**src/rtl/shadow_regbank.sv**
```systemverilog
module shadow_regbank #(
  parameter int DATA_W     = 16,
  parameter int ADDR_W     = 5,
  parameter int SEL_W      = 5,
  parameter int PAY_W      = 10,
  parameter int NUM_GP     = 4,
  parameter logic [ADDR_W-1:0] SHARED_ADDR = 5'h1C,
  parameter logic [SEL_W-1:0]  SPARE_SEL   = 5'd5,
  parameter logic [PAY_W-3:0]  RSVD_VAL    = 8'h03
) (
  input  logic              clk,
  input  logic              rst_n,
  input  logic [ADDR_W-1:0] reg_addr,
  input  logic              reg_wr,
  input  logic [DATA_W-1:0] reg_wdata,
  input  logic              reg_rd,
  output logic [DATA_W-1:0] reg_rdata,
  input  logic              pd_mode_i,
  output logic              clk125_req_o,
  output logic              clk125_apd_en_o
);
  localparam int WE_BIT  = DATA_W - 1;
  localparam int SEL_LSB = PAY_W;
  localparam int SEL_MSB = PAY_W + SEL_W - 1;

  logic             hit_wr, hit_rd, do_store, do_point;
  logic [SEL_W-1:0] wsel, rd_sel;
  logic [1:0]       spare_q;
  logic [PAY_W-1:0] gp_q [NUM_GP];
  logic [PAY_W-1:0] rd_payload;

  assign hit_wr   = reg_wr && (reg_addr == SHARED_ADDR);
  assign hit_rd   = reg_rd && (reg_addr == SHARED_ADDR);
  assign wsel     = reg_wdata[SEL_MSB:SEL_LSB];
  assign do_store = hit_wr && reg_wdata[WE_BIT];
  assign do_point = hit_wr && !reg_wdata[WE_BIT];

  always_ff @(posedge clk or negedge rst_n) begin
    if (!rst_n)        rd_sel <= SPARE_SEL;
    else if (do_point) rd_sel <= wsel;
  end

  always_ff @(posedge clk or negedge rst_n) begin
    if (!rst_n)                               spare_q <= 2'b11;
    else if (do_store && wsel == SPARE_SEL)   spare_q <= reg_wdata[1:0];
  end

  for (genvar g = 0; g < NUM_GP; g++) begin : g_gp
    always_ff @(posedge clk or negedge rst_n) begin
      if (!rst_n)                              gp_q[g] <= '0;
      else if (do_store && wsel == SEL_W'(g))  gp_q[g] <= reg_wdata[PAY_W-1:0];
    end
  end

  always_comb begin
    rd_payload = '0;
    if (rd_sel == SPARE_SEL) rd_payload = {RSVD_VAL, spare_q};
    for (int i = 0; i < NUM_GP; i++)
      if (rd_sel == SEL_W'(i)) rd_payload = gp_q[i];
  end

  always_ff @(posedge clk or negedge rst_n) begin
    if (!rst_n)      reg_rdata <= '0;
    else if (hit_rd) reg_rdata <= {1'b0, rd_sel, rd_payload};
    else if (reg_rd) reg_rdata <= '0;
  end

  assign clk125_apd_en_o = !spare_q[1];
  assign clk125_req_o    = spare_q[0] && !(clk125_apd_en_o && pd_mode_i);

  a_r4_rd_top_zero: assert property (@(posedge clk) disable iff (!rst_n)
    reg_rd |=> !reg_rdata[WE_BIT]);
  a_r4_rd_sel_echo: assert property (@(posedge clk) disable iff (!rst_n)
    hit_rd |=> reg_rdata[SEL_MSB:SEL_LSB] == $past(rd_sel));
  a_r5_rsvd_const: assert property (@(posedge clk) disable iff (!rst_n)
    (hit_rd && rd_sel == SPARE_SEL) |=> reg_rdata[PAY_W-1:2] == RSVD_VAL);
  a_r3_no_store: assert property (@(posedge clk) disable iff (!rst_n)
    (reg_wr && !reg_wdata[WE_BIT]) |=> $stable(spare_q));
  a_r10_sel_kept: assert property (@(posedge clk) disable iff (!rst_n)
    (reg_wr && reg_wdata[WE_BIT]) |=> $stable(rd_sel));
  a_r9_other_addr: assert property (@(posedge clk) disable iff (!rst_n)
    (reg_wr && reg_addr != SHARED_ADDR) |=> ($stable(rd_sel) && $stable(spare_q)));
  a_r7_clk_off: assert property (@(posedge clk) disable iff (!rst_n)
    !spare_q[0] |-> !clk125_req_o);
  a_r8_pd_masked: assert property (@(posedge clk) disable iff (!rst_n)
    (spare_q == 2'b11) |-> clk125_req_o);
endmodule

```
**config.mk**
```make
export PLATFORM = sky130hd
export DESIGN_NAME = shadow_regbank
export DESIGN_NICKNAME = d
export VERILOG_FILES = /design/src/rtl/shadow_regbank.sv
export SDC_FILE = /design/constraint.sdc
export NUM_CORES = 1
export LEC_CHECK = 0
export ABC_AREA = 1
export BUFFER_PORTS_ARGS = -buffer_cell sky130_fd_sc_hd__buf_2
export CAP_MARGIN = 20
export CORE_MARGIN = 3
export CORE_UTILIZATION = 50
export CTS_CLUSTER_SIZE = 16
export DETAILED_ROUTE_END_ITERATION = 6
export PLACE_DENSITY_LB_ADDON = 0.08
export SLEW_MARGIN = 20
export SYNTH_ARGS = -nofsm -noshare
export SYNTH_HDL_FRONTEND = slang
export SYNTH_SLANG_ARGS = --single-unit
export TNS_END_PERCENT = 30
```
**constraint.sdc**
```tcl
create_clock -name clk -period 2.6 [get_ports clk]
set_clock_uncertainty 0.05 [all_clocks]
set_input_delay 0.26 -clock clk [delete_from_list [all_inputs] [get_ports clk]]
set_output_delay 0.26 -clock clk [all_outputs]
set_load 0.005 [all_outputs]
```
==> results.cfg, run 1 <==
[status]
status = finished clean

[timing]
min_period_ns = 1.644
slew_headroom_pct = 48.84
fin_ws_ns = 0.9561
whs_ns = 0.03063
final-hold-violation-count = 0
setup_tns_ns = 0
setup_violations = 0
period_share_pct = 63.23
slew_violations = 0
tightest_slew_ns = 0.7674
fmax_mhz = 608.3
rsz0062_at_grt = no

[clock_network]
cts-root-buf = clkbuf_8
clkTransAtPathRegs_ns = 0.07
ctsHoldBuffers = 0
cts_tree = built
cts_made_buffers = 9
postCtsResizedCells = 0
cts_sinks = 62
clkLatencyLatePin_ns = 0.34
postCtsSetupBuffers = 0
cts_buffer_depth = 2
htree_levels = 3

[floorplan]
die_y_microns = 81.82
fp.dieW_microns = 81.82
core_sq_mm = 0.005335
dieArea_sq_mm = 0.006694
initial_core_util_pct = 53.87
row_count = 26
io_pins = 44

[layout]
area_growth_syn_to_layout_pct = 18.15
regArea_sq_mm = 0.001556
utilization_pct = 63.65
fin_nets = 446
fillers = 475
multi_input_area_sq_mm = 0.001162
antenna_cells = 0
drive_gt1_share_pct = 19.81
fin_cells = 494

[critical_path]
rrSetupSlack_ns = 0.96
r2r_start = rd_sel[0]$_DFFE_PN1P_
critPathKind = flip-flop to flip-flop
required_ns = 2.83
endpoint_kind = flip-flop
start_kind = flip-flop
ff2ff_path_depth = 10
r2r-end = reg_rdata[3]$_DFFE_PN0P_
crit_arrival_ns = 1.87
crit_path_max_fanout = 7

[placement]
io_buffers = 42
dpl.hpwl_microns = 4896
pre_cts_slack_ns = 0.9281
dp.cells = 479
gp_congestion = 0.7980

[route]
route.detailed.drc = 0
num_vias = 2488
firstDrtPassIters = 4
vias_per_cell = 5.036
ant_nets = 0
wl_per_cell_microns = 13.70
finalWirelength_microns = 6769
drt_iter0_markers = 180

[synth]
synth_cell_types = 25
syn_nets = 397
synth.top_cells.by_area = dfrtp_1, nand2_1, nand3_1
synth_edf_count = 0
yosysSeqAreaShare_pct = 54.16
synth_seq_cells = 62
synthCells = 371
yosysWarnings = 0
syn_area_sq_mm = 0.002874
synth_most_common_cell = nand2_1
synth-main-ff-cell = dfrtp_1
synth_area_leader_cell = dfrtp_1
syn_avg_cell_area_sq_um = 7.747
synth_top_cells_by_count = nand2_1, dfrtp_1, nand3_1
synthArstFlopShare_pct = 100.0
synth_top_area_share_pct = 50.50

[global_route]
grt_pass1_wl_microns = 11180
grt_overflow_total = 0
grt_max_degree = 63
grt_pass1_vias = 2289
track_usage_pct = 22.30
antenna_found_initial = 0

[pwr]
cellPowerDensity_mw_per_mm2 = 667.8
peakVddDrop_v = 0.0003491
p_leak_uw = 0.001932

[job]
max_cap_viol_count = 0

[worst_hold_path]
hold_path.class = primary input to async pin
==> worst max-delay path: stages, from the launching register on <==
cell     delay, ns
dfstp_2       0.62
inv_2         0.09
nor2_1        0.19
nand3_1       0.17
nand2_1       0.11
nand2_1       0.06
nand2_1       0.07
nand2_1       0.05
nand2_1       0.07
nand2_1       0.06
nand2_1       0.05
==> kinds of logic (layout without fill, tap and decap cells) <==
logic type	after synthesis	after routing	synth area share, %
AND/OR/NAND/NOR	235	235	34.26
flip-flops	62	62	54.16
buffers and inverters	39	92	5.398
AO/OA/AOI/OAI	34	34	6.051
other	1	1	0.1305
==> power breakdown <==
part	switching, uW	internal [uW]
combinational	163	68.8
clock	371	657
sequential	22.1	986
total	556	1710
==> stage by stage <==
stage	area (sq um)	power [uW]
2_1_floorplan	2874	1160
3_3_place_gp	3159	1252
3_5_place_dp	3159	1257
4_1_cts	3396	2270
5_1_grt	3396	2337
6_report	3396	2268
==> metal layers <==
| layer | track usage (%) | vias up | part of all wire (%) |
|---|---|---|---|
| met5 | 0 | - | 0 |
| met4 | 6.312 | 0 | 1.0 |
| met3 | 5.373 | 6 | 7.1 |
| met2 | 32.39 | 81 | 43 |
| met1 | 33.26 | 1139 | 49 |
| li1 | - | 1262 | - |
==> cell type report <==
cell class              instances  area share [%]
flip-flops and latches         62           45.84
multi-input cells             270           34.23
inverters                      32           3.537
repair buffers                 45           6.853
clock buffers                  11           4.164
well taps                      70           2.579
clock inverters                 4           2.800
==> worst max-delay path by stage <==
| stage | to | from | cells after the start |
|---|---|---|---|
| after CTS | reg_rdata[3]$_DFFE_PN0P_ | rd_sel[0]$_DFFE_PN1P_ | 10 |
| after floorplan | reg_rdata[2]$_DFFE_PN0P_ | rd_sel[3]$_DFFE_PN0P_ | 9 |
| after global placement | gp_q[36]$_DFFE_PN0P_ | reg_addr[3] | 9 |
| after detailed placement | gp_q[34]$_DFFE_PN0P_ | reg_addr[3] | 9 |
| final | reg_rdata[3]$_DFFE_PN0P_ | rd_sel[0]$_DFFE_PN1P_ | 10 |
| after global routing | reg_rdata[6]$_DFFE_PN0P_ | rd_sel[3]$_DFFE_PN0P_ | 6 |
==> flip-flops by register name, summed over array words and instances, names as in the netlist <==
name,flops
reg_rdata,15
gp_q,40
spare_q,2
rd_sel,5
==> cell usage in the layout, fill, tap and decap left out, types with 10 or more instances in the layout <==
cell type  synthesis  routed
dfrtp_1           58      58
nor2_1            19      19
clkbuf_8           0      10
nand3_1           22      22
buf_2              4      42
nand2_1          174     174
inv_1             20      20
o21ai_0           11      11
inv_2             12      12
o21ai_1           16      16
Note: power is estimated with default switching activity, not from simulation.
==> run 2: changes to the inputs <==
--- a/config.mk
+++ b/config.mk
@@ -5,7 +5,7 @@
 export SDC_FILE = /design/constraint.sdc
 export NUM_CORES = 1
 export LEC_CHECK = 0
-export ABC_AREA = 1
+export ABC_AREA = 0
 export BUFFER_PORTS_ARGS = -buffer_cell sky130_fd_sc_hd__buf_2
 export CAP_MARGIN = 20
 export CORE_MARGIN = 3
==> constraint.sdc (replaced) <==
create_clock -name clk -period 1.7 [get_ports clk]
set_clock_uncertainty 0.05 [all_clocks]
set_input_delay 0.17 -clock clk [delete_from_list [all_inputs] [get_ports clk]]
set_output_delay 0.17 -clock clk [all_outputs]
set_load 0.005 [all_outputs]
==> run 2 against run 1 <==
  * Critical path depth decreased by 6
  * Routed wire length decreased by 11%
  * Global-route usage decreased by 1.3 points
  * Hold slack improved by 0.0072 ns
  * First-iteration DRC count decreased by 41%
  * Power increased by 31%
  * Die area decreased by 4.6%
  * Critical path type unchanged
  * Critical endpoint is now reg_rdata[2]$_DFFE_PN0P_
  * Largest cell class unchanged
==> results.cfg, run 2 <==
[timing]
slew_violations = 0
slew_headroom_pct = 61.96
setup_tns_ns = 0
tightest_slew_ns = 0.5700
rsz0062_at_grt = no
min_period_ns = 1.608
period_share_pct = 94.60
setup_violations = 0
final-hold-violation-count = 0
fmax_mhz = 621.8

[critical_path]
max_stage_delay_ns = 0.64
r2r_start = rd_sel[2]$_DFFE_PN1P_
critPathKind = flip-flop to flip-flop
rrSetupSlack_ns = 0.09
crit_path_max_fanout = 10
worstPathBufferInverterCount = 0
ff2ff_path_depth = 4
crit_arrival_ns = 1.77
start_kind = flip-flop
endpoint_kind = flip-flop
required_ns = 1.87
r2r-end = reg_rdata[2]$_DFFE_PN0P_
cp_top_family = simple AND/OR/NAND/NOR gates
crit_chain = or4b_4, o32a_1, o21ai_0, o2bb2ai_1
worst-path-stages = 4
crit_slowest_cell = or4b_4

[status]
status = finished clean

[pwr]
p_total_uw = 2961
p_leak_uw = 0.001653
cellPowerDensity_mw_per_mm2 = 891.4
peakVddDrop_v = 0.0007706

[global_route]
grt_pass1_wl_microns = 10030
track_usage_pct = 21.05
grt_overflow_total = 0
antenna_found_initial = 0
grt_max_degree = 63
grt_pass1_vias = 2001

[synth]
synth_top_cells_by_count = dfrtp_1, mux2_2, mux2i_1
synth_seq_cells = 62
synth-main-ff-cell = dfrtp_1
synth.top_cells.by_area = dfrtp_1, mux2_2, mux2i_1
syn_nets = 224
yosysSeqAreaShare_pct = 57.01
synth_top_area_share_pct = 53.16
synth_most_common_cell = dfrtp_1
syn_area_sq_mm = 0.002730
synth_area_leader_cell = dfrtp_1
synth_edf_count = 0
synthArstFlopShare_pct = 100.0
yosysWarnings = 0
syn_avg_cell_area_sq_um = 13.79
synthCells = 198
synth_cell_types = 33

[clock_network]
cts_buffer_depth = 2
cts-root-buf = clkbuf_8
cts_tree = built
htree_levels = 3
clkLatencyLatePin_ns = 0.33
postCtsSetupBuffers = 0
clkTransAtPathRegs_ns = 0.06
cts_made_buffers = 9
cts_sinks = 62

[route]
firstDrtPassIters = 4
wl_per_cell_microns = 18.09
vias_per_cell = 5.581
drt_iter0_markers = 106
route.detailed.drc = 0
finalWirelength_microns = 6042
ant_nets = 0
num_vias = 1864

[floorplan]
die_y_microns = 79.90
io_pins = 44
fp.dieW_microns = 79.90
core_sq_mm = 0.005205
initial_core_util_pct = 52.45
dieArea_sq_mm = 0.006383
row_count = 26

[layout]
largest_reg_flops = 40
top_regs = gp_q (40), reg_rdata (15), rd_sel (5)
top_register = gp_q
mostFrequentLayoutCell = dfrtp_1
final_cell_mix = dfrtp_1, mux2_2, buf_2, mux2i_1, buf_4
area_growth_syn_to_layout_pct = 21.68
fin_nets = 285
drive_gt1_share_pct = 50.38
antenna_cells = 0

[placement]
gp_congestion = 0.8344
dpl.hpwl_microns = 4187
io_buffers = 42

[worst_hold_path]
holdPathStages = 2
hp-start = reg_wdata[14]
min_delay_worst_endpoint = rd_sel[4]$_DFFE_PN0P_
hold_path.class = primary input to flip-flop

[job]
max_cap_viol_count = 0
run 2: changes by cell type after synthesis, sizes merged, moves of 4 or more:
cell   previous run  this run
nor2             24         8
a21oi             6         1
mux2              0        49
inv              32         3
nand2           176         5
o21ai            27         5
a22o              1        11
mux2i             0        16
o22ai             0         6
nand3            23         2
nand4             6         2
run 2: cell families (layout without fill, tap and decap cells):
family / Yosys count / after routing / share of synthesized area, %
buffers and inverters: 12 / 78 / 2.291
muxes: 65 / 65 / 26.08
DFF: 62 / 62 / 57.01
AOI/OAI and AO/OA: 31 / 31 / 8.387
and+or+nand+nor: 27 / 27 / 6.095
other: 1 / 1 / 0.1374
run 2: routing by layer:
layer / GRT usage [%] / vias up / part of all wire [%]
met2: 35.10 / 46 / 50
met5: 0 / - / 0
met3: 4.740 / 12 / 4.6
met4: 8.615 / 0 / 1.9
li1: - / 855 / -
met1: 26.33 / 951 / 43
run 2: metrics by stage:
step	worst slack (ns)	hold WS (ns)	util (%)	instances	instance area [sq um]
final	0.09186	0.03779	63.82	334	3322
after global routing	0.04100	0.04870	63.82	334	3322
after CTS	0.1020	0.02997	63.70	334	3316
after detailed placement	-0.1201	0.1572	60.29	317	3138
after global placement	-0.06600	0.1453	60.29	317	3138
after floorplan	-0.0009974	-0.1756	-	198	2743
run 2: layout make-up:
cell class	count	area, sq um
Timing Repair Buffer	59	377.9
Clock buffer	12	145.1
Tap cell	70	87.58
Clock inverter	4	22.52
Multi-Input combinational cell	124	1121
Fill cell	419	1883
Inverter	3	11.26
Sequential cell	62	1556
run 2: worst reg2reg max path, cell delays in order (launching register included):
cell and delay (ns):
dfstp_2 0.42, or4b_4 0.64, o32a_1 0.22, o21ai_0 0.08, o2bb2ai_1 0.09
run 2: worst max-delay path by stage:
| stage | end | slack [ns] | from |
|---|---|---|---|
| 5_1_grt | reg_rdata[0]$_DFFE_PN0P_ | 0.04 | rd_sel[2]$_DFFE_PN1P_ |
| 4_1_cts | reg_rdata[2]$_DFFE_PN0P_ | 0.10 | rd_sel[2]$_DFFE_PN1P_ |
| 6_report | reg_rdata[2]$_DFFE_PN0P_ | 0.09 | rd_sel[2]$_DFFE_PN1P_ |
| 3_3_place_gp | gp_q[26]$_DFFE_PN0P_ | -0.07 | reg_addr[1] |
| 2_1_floorplan | reg_rdata[1]$_DFFE_PN0P_ | -0.001 | rd_sel[0]$_DFFE_PN1P_ |
| 3_5_place_dp | gp_q[23]$_DFFE_PN0P_ | -0.12 | reg_wdata[13] |
run 2: where the power goes:
part	total, uW	switching [uW]	internal, uW
registers	1540	30.6	1510
clock network	1120	560	562
logic	302	167	135
total	2960	758	2200
run 2: timing repair:
item,CTS,global route
hold buffers,1,0
hold endpoints to repair,58,0
gates resized for setup,0,1
setup endpoints to repair,0,1
